--- config.mk ---
export PLATFORM = sky130hd
export DESIGN_NAME = cond_eval_unit
export DESIGN_NICKNAME = d
export VERILOG_FILES = /design/src/rtl/cev_pkg.sv /design/src/rtl/cev_flag_terms.sv /design/src/rtl/cev_pass_table.sv /design/src/rtl/cev_cond_mux.sv /design/src/rtl/cond_eval_unit.sv
export SDC_FILE = /design/constraint.sdc
export NUM_CORES = 1
export LEC_CHECK = 0
export BUFFER_PORTS_ARGS = -buffer_cell sky130_fd_sc_hd__buf_2
export CORE_AREA = 2 2 39 41
export CTS_BUF_LIST = sky130_fd_sc_hd__clkbuf_2 sky130_fd_sc_hd__clkbuf_4 sky130_fd_sc_hd__clkbuf_8
export CTS_CLUSTER_DIAMETER = 60
export CTS_CLUSTER_SIZE = 20
export DETAILED_ROUTE_END_ITERATION = 10
export DIE_AREA = 0 0 41 43
export GPL_ROUTABILITY_DRIVEN = 0
export GPL_TIMING_DRIVEN = 0
export HOLD_SLACK_MARGIN = 0.06
export SYNTH_ARGS = -nofsm -noshare
export SYNTH_HDL_FRONTEND = slang
export SYNTH_SLANG_ARGS = --single-unit
--- constraint.sdc ---
create_clock -name clk_i -period 1.7 [get_ports clk_i]
set_clock_uncertainty 0.1 [all_clocks]
set_input_delay 0.17 -clock clk_i [delete_from_list [all_inputs] [get_ports clk_i]]
set_output_delay 0.17 -clock clk_i [all_outputs]
set_load 0.1 [all_outputs]
--- src/rtl/cev_pkg.sv ---
package cev_pkg;

    localparam int CODE_W    = 4;
    localparam int NUM_CODES = 1 << CODE_W;
    localparam int NUM_PAIRS = 7;
    localparam int FIRST_AL  = 2 * NUM_PAIRS;

    typedef struct packed {
        logic n;
        logic z;
        logic c;
        logic v;
    } flags_t;

    typedef struct packed {
        logic taken;
    } cev_state_t;

endpackage

--- src/rtl/cev_flag_terms.sv ---
// Computes the base term of each complementary condition pair.
module cev_flag_terms
    import cev_pkg::*;
(
    input  flags_t               flags_i,
    output logic [NUM_PAIRS-1:0] base_o
);

    logic sign_agree;

    always_comb begin
        sign_agree = (flags_i.n == flags_i.v);
        base_o[0]  = flags_i.z;                       // equal
        base_o[1]  = flags_i.c;                       // carry set
        base_o[2]  = flags_i.n;                       // minus
        base_o[3]  = flags_i.v;                       // overflow
        base_o[4]  = flags_i.c & ~flags_i.z;          // unsigned higher
        base_o[5]  = sign_agree;                      // signed ge
        base_o[6]  = ~flags_i.z & sign_agree;         // signed gt
    end

endmodule

--- src/rtl/cev_pass_table.sv ---
// Expands the pair terms into one pass bit per selector code.
module cev_pass_table
    import cev_pkg::*;
(
    input  logic [NUM_PAIRS-1:0] base_i,
    output logic [NUM_CODES-1:0] pass_vec_o
);

    for (genvar k = 0; k < NUM_PAIRS; k++) begin : g_pair
        assign pass_vec_o[2*k]   =  base_i[k];
        assign pass_vec_o[2*k+1] = ~base_i[k];
    end

    for (genvar a = FIRST_AL; a < NUM_CODES; a++) begin : g_always
        assign pass_vec_o[a] = 1'b1;
    end

endmodule

--- src/rtl/cev_cond_mux.sv ---
// Picks the pass bit named by the selector.
module cev_cond_mux
    import cev_pkg::*;
(
    input  logic [NUM_CODES-1:0] pass_vec_i,
    input  logic [CODE_W-1:0]    cond_i,
    output logic                 pass_o
);

    always_comb begin
        pass_o = pass_vec_i[cond_i];
    end

endmodule

--- src/rtl/cond_eval_unit.sv ---
module cond_eval_unit
    import cev_pkg::*;
(
    input  logic              clk_i,
    input  logic              rst_ni,
    input  logic [CODE_W-1:0] cond_i,
    input  logic              flag_n_i,
    input  logic              flag_z_i,
    input  logic              flag_c_i,
    input  logic              flag_v_i,
    input  logic              br_valid_i,
    output logic              cond_pass_o,
    output logic              br_taken_o
);

    flags_t               flags;
    logic [NUM_PAIRS-1:0] base;
    logic [NUM_CODES-1:0] pass_vec;
    logic                 pass;
    cev_state_t           state_d;
    cev_state_t           state_q;

    assign flags = '{n: flag_n_i, z: flag_z_i, c: flag_c_i, v: flag_v_i};

    cev_flag_terms u_terms (
        .flags_i (flags),
        .base_o  (base)
    );

    cev_pass_table u_table (
        .base_i     (base),
        .pass_vec_o (pass_vec)
    );

    cev_cond_mux u_mux (
        .pass_vec_i (pass_vec),
        .cond_i     (cond_i),
        .pass_o     (pass)
    );

    always_comb begin
        state_d       = state_q;
        state_d.taken = br_valid_i & pass;
    end

    always_ff @(posedge clk_i or negedge rst_ni) begin
        if (!rst_ni) begin
            state_q <= '0;
        end else begin
            state_q <= state_d;
        end
    end

    assign cond_pass_o = pass;
    assign br_taken_o  = state_q.taken;

endmodule

==> results.txt, run 1 <==
- Layout cell share with drive strength beyond 1: 0.5000
- In the global route stage, met3 resource usage came out at 0.
- Number of flip-flops in the largest register: 1
- Share of the cycle needed by the critical path after routing: 0.9644
- Initial Utilization: 0.1600
- The count of cells in the finished layout, fillers not included, comes to 54.
- Global-route wire length before repair: 862 um
- Counting every net in the synthesized netlist gives 35.
- Class of the most critical setup path: input pin to primary output
* F_max: 609.9 MHz
* Num rows: 14
- Leading cell type in the layout, fill and taps excluded: sky130_fd_sc_hd__buf_2
* Worst slew margin: 0.6803
- Of all flip-flops after synthesis, the portion carrying an async set or reset was 1.000.
* Status: finished clean
- For this design the ratio of total power to cell area is 480.4 mW/mm2.
- The number of global-route vias before repair is 219.
* Die Area: 0.001763 mm2
- The worst hold path was traced through 3 stages.
* Seq/Total Area, Yosys: 0.1130
- Pre-CTS setup slack: -0.1998 ns
- Pin placement for this block handled 13 I/O pins.
- After floorplanning, the core was sized to cover 0.001384 mm2.
* Arrival time reported for the critical path endpoint: 1.37 ns
* Gate count after technology mapping: 24
* Initial antenna violation count: 0
* Kind of end point of the critical path: primary output
- For the pin with the worst max-slew slack, the measured transition is 0.4829 ns.
- Cell area after synthesis: 221.5 um2
- Along the worst path, the maximum fanout reaches 7.
- Number of fill cells: 153
- Dividing the detail-routed wire length by the instance count gives 9.148 um.
- Final Max Tran Viols: 0
* Post-layout nets: 51
- GRT Residual Overflow: 0
- Cell Chain, Critical Path: buf_2 > mux2i_1 > xor2_1 > a22o_2 > a211oi_4 > buf_12
- Across the run, the number of max-cap violations was 0.
* Final number of setup-violating endpoints: 0
- Routing usage on met2: 0.1094
- Met1 GRT Util: 0.09554
- Final count of hold timing violations: 0
* Commonest cells after routing, fill and taps aside: sky130_fd_sc_hd__buf_2 (10), sky130_fd_sc_hd__mux2i_1 (3)
* Endpoint of the worst hold-timing path: br_taken_o$_DFF_PN0_
- In this run the remaining antenna-violating nets after routing total 0.
* # DRC: 0
- Entering global routing, the biggest net connects 8 pins.
- Width of the die: 41 um
* Final WL: 494 um
- Post-synthesis average cell area: 9.228 um2
- Synthesized flop and latch total: 1
* DR iter-0 viols: 1
* Number of synthesis warnings: 0
- Overall track demand over capacity in global routing: 0.06507
- The most used flip-flop cell after synthesis is sky130_fd_sc_hd__dfrtp_1.
- Count of distinct cell types in the synthesized netlist: 18
- Setup slack closes at 0.06051 ns.
- Startpoint of the worst hold path: br_valid_i
* Most heavily used metal layer in global routing: met2
- Routed vias/inst: 4.370
* Path class of the lowest-slack min-delay path: input pin to flop
- The worst setup path is launched from an input pin.
- In this run the vertical extent of the chip is 43 um.
* Number of enable flip-flop cells after synthesis: 0
- Placed Cells: 51
- Counting I/O delays and the setup requirement, the final critical path takes 1.639 ns.
- Reg clk slew, reported paths: 0 ns
- IR Drop Worst-Case VDD: 164.1 uV
- From synthesis to final layout, the design area changed by 66.10%.
- Critical Path Max Stage Delay: 0.27 ns
- The pre-antenna-repair detailed-routing pass consisted of 2 iterations.
- Data on the critical path is required at its endpoint by 1.43 ns.
- LEAKAGE: 0.1649 nW
- Number of antenna diodes: 0
* Cell with the largest stage delay on the worst path: sky130_fd_sc_hd__a22o_2
- Count of buffers from port buffering: 11
- The final route contains 236 vias.
-- synthesized netlist by cell type, drive strengths merged (2+ instances only) --
| library cell | n | area (um2) |
|---|---|---|
| xor2 | 3 | 26.28 |
| nor2b | 2 | 12.51 |
| mux2i | 3 | 30.03 |
| nor2 | 2 | 7.510 |
-- metrics by stage --
step	total power, W	instance area [um2]	setup TNS, ns	hold slack [ns]	util
4_1_cts	0.0001681	354.1	0	0.3413	0.2559
2_1_floorplan	0.0001272	251.5	-0.2258	-0.2256	-
6_report	0.0001767	367.9	0	0.3358	0.2658
5_1_grt	0.0001865	367.9	-0.009962	0.3699	0.2658
3_5_place_dp	0.0001555	326.6	-0.1998	-0.1532	0.2360
3_3_place_gp	0.0001539	326.6	-0.1922	-0.1552	0.2360
-- cell families (layout without fill, tap and decap cells) --
group | after synthesis | in the layout | synth area share
simple gates | 10 | 10 | 0.3221
compound gates | 4 | 4 | 0.2317
xor+xnor | 4 | 4 | 0.1582
mux | 3 | 3 | 0.1356
buf+inv | 2 | 16 | 0.03951
flops | 1 | 1 | 0.1130
-- power breakdown --
part / total, W / switching [W] / internal, W
logic: 0.000149 / 0.0000891 / 0.0000604
registers: 0.0000272 / 0.000000476 / 0.0000268
clock network: 0 / 0 / 0
-- worst max-delay path by stage --
stage	slack, ns	end	startpoint
detailed placement	-0.20	cond_pass_o	flag_n_i
floorplan	-0.23	cond_pass_o	cond_i[0]
finish	0.06	cond_pass_o	cond_i[1]
global route	-0.01	cond_pass_o	cond_i[1]
CTS	0.04	cond_pass_o	flag_n_i
global placement	-0.19	cond_pass_o	flag_n_i
-- layout make-up --
type                       instances  area (um2)  area share
timing repair buffer              14       95.09      0.2585
multi-input combinational         21       209.0      0.5680
tap                               16       20.02     0.05442
sequential                         1       25.02     0.06803
inverter                           1       3.754     0.01020
buffer                             1       15.01     0.04082
-- per-layer routing --
metal	share of wire	wire (um)
met5	0	0
met4	0	0
met3	0.077	38
met2	0.47	232
met1	0.45	224
-- worst max-delay path: cells and delay by family --
kind / cells / cell delay, ns
AOI/OAI and AO/OA: 2 / 0.52
buffers and inverters: 2 / 0.36
xor gates and xnor gates: 1 / 0.09
muxes: 1 / 0.22
-- what timing repair did --
item | 4_1_cts | 5_1_grt
buffers inserted | 1 | 1
endpoints found under the hold margin | 1 | 0
setup endpoints to repair | 1 | 1
resized for setup | 3 | 2
pin swaps | 1 | 3
hold buffers | 1 | 0
(Power assumes the default switching activity.)
==> inputs of run 2 (changes only) <==
==> constraint.sdc (replaced) <==
create_clock -name clk_i -period 1.7 [get_ports clk_i]
set_clock_uncertainty 0.1 [all_clocks]
set_input_delay 0.17 -clock clk_i [delete_from_list [all_inputs] [get_ports clk_i]]
set_output_delay 0.17 -clock clk_i [all_outputs]
set_load 0.05 [all_outputs]
==> run 2 against run 1 <==
Utilization down 2.4 points; via count down 1.3%; cell count down 1.9%.
==> results.txt, run 2 (synthesized netlist as in run 1, its figures left out) <==
- Number of max-capacitance violations reported: 0
- In the layout the commonest cells are sky130_fd_sc_hd__buf_2 (11), sky130_fd_sc_hd__xor2_1 (3), sky130_fd_sc_hd__mux2i_1 (3).
- The worst pin sits at a relative slew slack of 0.7036.
- The first global-routing pass estimated 786 um of wire.
- Layout cell share with drive strength beyond 1: 0.4595
- The floorplan step set the die width to 41 um.
- DIE HEIGHT: 43 um
* Final count of hold timing violations: 0
- Pre-CTS setup slack: -0.03478 ns
* Post-route antenna net violation count: 0
- For this configuration, the core starts out at a cell density of 0.1600.
- Required time worst endpoint: 1.43 ns
* Class of the most critical setup path: input pin to primary output
- Critical Path Start: cond_i[1]
- Kind of end point of the critical path: primary output
- Detailed routing inserted a total of 233 vias.
- Setup violations remaining at the end of the flow were counted as 0.
* Initial antenna violation count: 0
- From synthesis to final layout, the design area changed by 50.85%.
* Final WL: 491 um
- At the pin with the least slew margin, the transition time is 0.4414 ns.
* LEAKAGE: 0.1512 nW
- 13 I/O pins were placed.
- In this run the tool buffered the top-level ports with 11 buffer cells.
- Unrepaired setup endpoints after global routing: false
- In the global route stage, overall resource usage came out at 0.05900.
- Total power for the finished layout comes to 0.0001365 W.
* # DRC: 0
- Critical-path maximum fanout: 7
- Share of the cycle needed by the critical path after routing: 0.9444
- For this run, the detailed router's first-pass iteration total came to 3.
- For this run, the top clock speed supported by timing is 622.9 MHz.
* Placeable core region: 0.001384 mm2
* Routed vias/inst: 4.396
* Per-cell routed wire length: 9.264 um
* Die Area: 0.001763 mm2
* Post-layout nets: 50
- DR iter-0 viols: 4
- Last element of the critical path: cond_pass_o
* Pin count of the biggest net entering global routing: 8
- Total power divided by cell area: 408.6 mW/mm2
* Number of antenna diodes: 0
* Final Max Tran Viols: 0
* PnR worst setup slack: 0.09451 ns
* Number of flip-flops in the largest register: 1
- IR Drop Worst-Case VDD: 123.9 uV
- The worst setup path is launched from an input pin.
- In this run the worst hold path is classified as input pin to flop.
- After global routing the overflow that remains totals 0.
* Leading cell type in the layout, fill and taps excluded: sky130_fd_sc_hd__buf_2
- Num rows: 14
- Final critical-path required period: 1.605 ns
* Reg clk slew, reported paths: 0 ns
* Status: finished clean
- STA puts the critical path data arrival time at 1.34 ns.
* Via count of the first global-routing pass: 188
-- run 2: changes by cell type in the layout (fill, tap and decap cells not counted), sizes merged --
cell | previous run | this run
buf | 14 | 13
-- run 2: worst min-delay path by stage --
stage                from                   end  slack (ns)  depth (start not counted)
6_report       br_valid_i  br_taken_o$_DFF_PN0_        0.33                          3
5_1_grt        br_valid_i  br_taken_o$_DFF_PN0_        0.34                          3
4_1_cts        br_valid_i  br_taken_o$_DFF_PN0_        0.34                          3
3_5_place_dp       rst_ni  br_taken_o$_DFF_PN0_       -0.15                          1
3_3_place_gp       rst_ni  br_taken_o$_DFF_PN0_       -0.16                          1
2_1_floorplan      rst_ni  br_taken_o$_DFF_PN0_       -0.23                          0
-- run 2: repair_timing --
item / CTS / global route
cloned: 0 / 0
pin swaps: 0 / 2
endpoints found under the hold margin: 1 / 0
resized for setup: 1 / 2
setup endpoints to repair: 1 / 1
setup buffers: 0 / 1
hold buffers: 1 / 0
-- run 2: stage by stage --
stage / util / instance area (um2) / hold WS, ns / TNS, ns / std cells
floorplan: - / 234.0 / -0.2256 / 0 / 24
global placement: 0.2233 / 309.0 / -0.1560 / -0.02285 / 51
detailed placement: 0.2233 / 309.0 / -0.1513 / -0.03478 / 51
CTS: 0.2324 / 321.6 / 0.3389 / 0 / 52
global route: 0.2414 / 334.1 / 0.3448 / 0 / 53
finish: 0.2414 / 334.1 / 0.3320 / 0 / 53
-- run 2: final cells by class --
type	count	area [um2]
well taps	16	20.02
repair buffers	13	78.83
fillers	155	1050
flip-flops and latches	1	25.02
inverters	1	3.754
plain buffers	1	5.005
multi-input cells	21	201.4
-- run 2: power breakdown --
part           internal, W  switching, W
Combinational    0.0000475     0.0000616
Sequential       0.0000268   0.000000554
Clock                    0             0
Total            0.0000743     0.0000622
-- run 2: critical path: stages --
cell,delay [ns]
sky130_fd_sc_hd__buf_2,0.15
sky130_fd_sc_hd__mux2i_1,0.24
sky130_fd_sc_hd__xor2_1,0.09
sky130_fd_sc_hd__a22o_2,0.29
sky130_fd_sc_hd__a211oi_4,0.22
sky130_fd_sc_hd__buf_6,0.18
-- run 2: routing by layer --
layer  share of wire  global-route usage  vias to the layer above
met3            0.11                   0                        0
met1            0.52              0.1016                      102
met2            0.37             0.08438                       12
met5               0                   0                        -
li1                -                   -                      119
met4               0                   0                        0
==> inputs of run 3 (changes only) <==
--- a/config.mk
+++ b/config.mk
@@ -15,6 +15,7 @@
 export GPL_ROUTABILITY_DRIVEN = 0
 export GPL_TIMING_DRIVEN = 0
 export HOLD_SLACK_MARGIN = 0.06
+export RECOVER_POWER = 50
 export SYNTH_ARGS = -nofsm -noshare
 export SYNTH_HDL_FRONTEND = slang
 export SYNTH_SLANG_ARGS = --single-unit
==> run 3 against run 2 <==
First-iteration DRC count is the same; utilization shrank 0.18 points; critical path depth is the same; largest power group unchanged; sequential share of layout area grew 0.057 points; die area is the same.
==> results.txt, run 3 (synthesized netlist as in run 1, its figures left out) <==
- The flow ran to the end, and the final reports show no timing, DRC or antenna violations.
- The number of hold-slack violations in the final timing report is 0.
- Final Max Tran Viols: 0
- Number of antenna diodes: 0
* Unrepaired setup endpoints after global routing: false
* Final number of setup-violating endpoints: 0
- Aggregate negative setup slack: 0 ns
- Transition time at the pin with the least slew margin: 0.5898 ns
- Worst slew margin: 0.6085
- The net count of the finished layout is 50.
* Die Area: 0.001763 mm2
- For this design, the slowest cell found on the critical path is sky130_fd_sc_hd__a22o_2.
- Placed Cells: 51
* Commonest cells after routing, fill and taps aside: sky130_fd_sc_hd__buf_2 (9), sky130_fd_sc_hd__xor2_1 (3), sky130_fd_sc_hd__mux2i_1 (3)
* Number of fill cells: 156
* LEAKAGE: 0.1451 nW
* DR iter-0 viols: 4
- STA classifies the critical path endpoint as a primary output.
- Critical-path maximum fanout: 7
- The first TritonRoute pass finished after 3 iterations.
- Of the cells placed in the final design, the portion with a size suffix greater than 1 is 0.4054.
- Number of max-capacitance violations reported: 0
* IR Drop Worst-Case VDD: 122.7 uV
- The flip-flop count of the largest register after layout was 1.
* # DRC: 0
- PnR worst setup slack: 0.09468 ns
- Final WL: 489 um
* Required time worst endpoint: 1.43 ns
* Hold Crit Depth: 3
* Initial Utilization: 0.1600
- Final Instance Count excl. Fillers: 53
- The worst hold path terminates at br_taken_o$_DFF_PN0_.
- In this run the remaining antenna-violating nets after routing total 0.
- Path class of the lowest-slack min-delay path: input pin to flop
- Post-detailed-placement cell area: 309.0 um2
- Num rows: 14
* Per-cell routed wire length: 9.226 um
- The final route contains 233 vias.
* F_max: 622.9 MHz
* Utilization after layout: 0.2396
* Count of buffers from port buffering: 11
* Overall track demand over capacity in global routing: 0.05900
- Via count of the first global-routing pass: 188
* Placeable core region: 0.001384 mm2
* Startpoint of the worst hold path: br_valid_i
- For this design the top-level I/O count stands at 13.
* Arrival time reported for the critical path endpoint: 1.34 ns
- In this design, the stage delay of the slowest critical-path cell is 0.29 ns.
- Walking the worst path, the cells encountered are buf_2 > mux2i_1 > xor2_1 > a22o_2 > a211oi_4 > buf_6.
* Total power divided by cell area: 408.6 mW/mm2
* DIE HEIGHT: 43 um
- Area growth, synth to finish: 49.72%
- After clock tree synthesis, the clock-pin slew on the worst setup and hold paths is 0 ns.
- GRT Residual Overflow: 0
- Leading cell type in the layout, fill and taps excluded: sky130_fd_sc_hd__buf_2
- The worst setup path is launched from an input pin.
- Timing analysis after detailed placement gives a worst setup slack of -0.03478 ns.
* Initial antenna violation count: 0
- After routing the design area is 331.6 um2.
- Entering global routing, the biggest net connects 8 pins.
* Class of the most critical setup path: input pin to primary output
- The floorplan step set the die width to 41 um.
- Routed vias/inst: 4.396
* Global-route wire length before repair: 786 um
* Share of the cycle needed by the critical path after routing: 0.9443
- Subtracting the final worst setup slack from the clock period gives 1.605 ns.
==> run 3: metal layers <==
layer	vias up	GRT usage	share of wire
li1	119	-	-
met1	102	0.1016	0.52
met2	12	0.08438	0.37
met3	0	0	0.10
met4	0	0	0
met5	-	0	0
==> run 3: report_power, final <==
group	switching, W	total, W	internal [W]
Clock	0	0	0
Sequential	0.000000617	0.0000274	0.0000268
Combinational	0.0000616	0.000108	0.0000464
==> run 3: critical path, delay by kind of cell <==
| kind | cells | cell delay, ns |
|---|---|---|
| AO/OA/AOI/OAI | 2 | 0.51 |
| XOR/XNOR | 1 | 0.09 |
| buffers and inverters | 2 | 0.33 |
| multiplexers | 1 | 0.24 |
==> run 3: timing repair <==
action | in CTS | in global routing
hold buffers | 1 | 0
setup endpoints to repair | 1 | 1
buffers inserted | 0 | 1
resized for setup | 1 | 2
pin swaps | 0 | 2
endpoints found under the hold margin | 1 | 0
==> run 3: how the worst max path moves through the flow <==
| stage | startpoint | to | slack [ns] | cells after the start |
|---|---|---|---|---|
| final | cond_i[1] | cond_pass_o | 0.09 | 6 |
| after detailed placement | flag_n_i | cond_pass_o | -0.03 | 6 |
| after global placement | flag_n_i | cond_pass_o | -0.02 | 6 |
| after CTS | flag_n_i | cond_pass_o | 0.02 | 6 |
| after floorplan | cond_i[0] | cond_pass_o | 0.12 | 5 |
| after global routing | cond_i[1] | cond_pass_o | 0.02 | 6 |
==> run 3: stage by stage <==
stage | hold slack [ns] | total power, W
after global routing | 0.3448 | 0.0001451
after global placement | -0.1560 | 0.0001262
after floorplan | -0.2256 | 0.0001003
final | 0.3320 | 0.0001355
after detailed placement | -0.1513 | 0.0001273
after CTS | 0.3389 | 0.0001315
==> run 3: area by class of cell <==
class	count	area (um2)	area share
timing repair buffer	13	76.32	0.2302
tap	16	20.02	0.06038
sequential	1	25.02	0.07547
buffer	1	5.005	0.01509
multi-input combinational	21	201.4	0.6075
inverter	1	3.754	0.01132
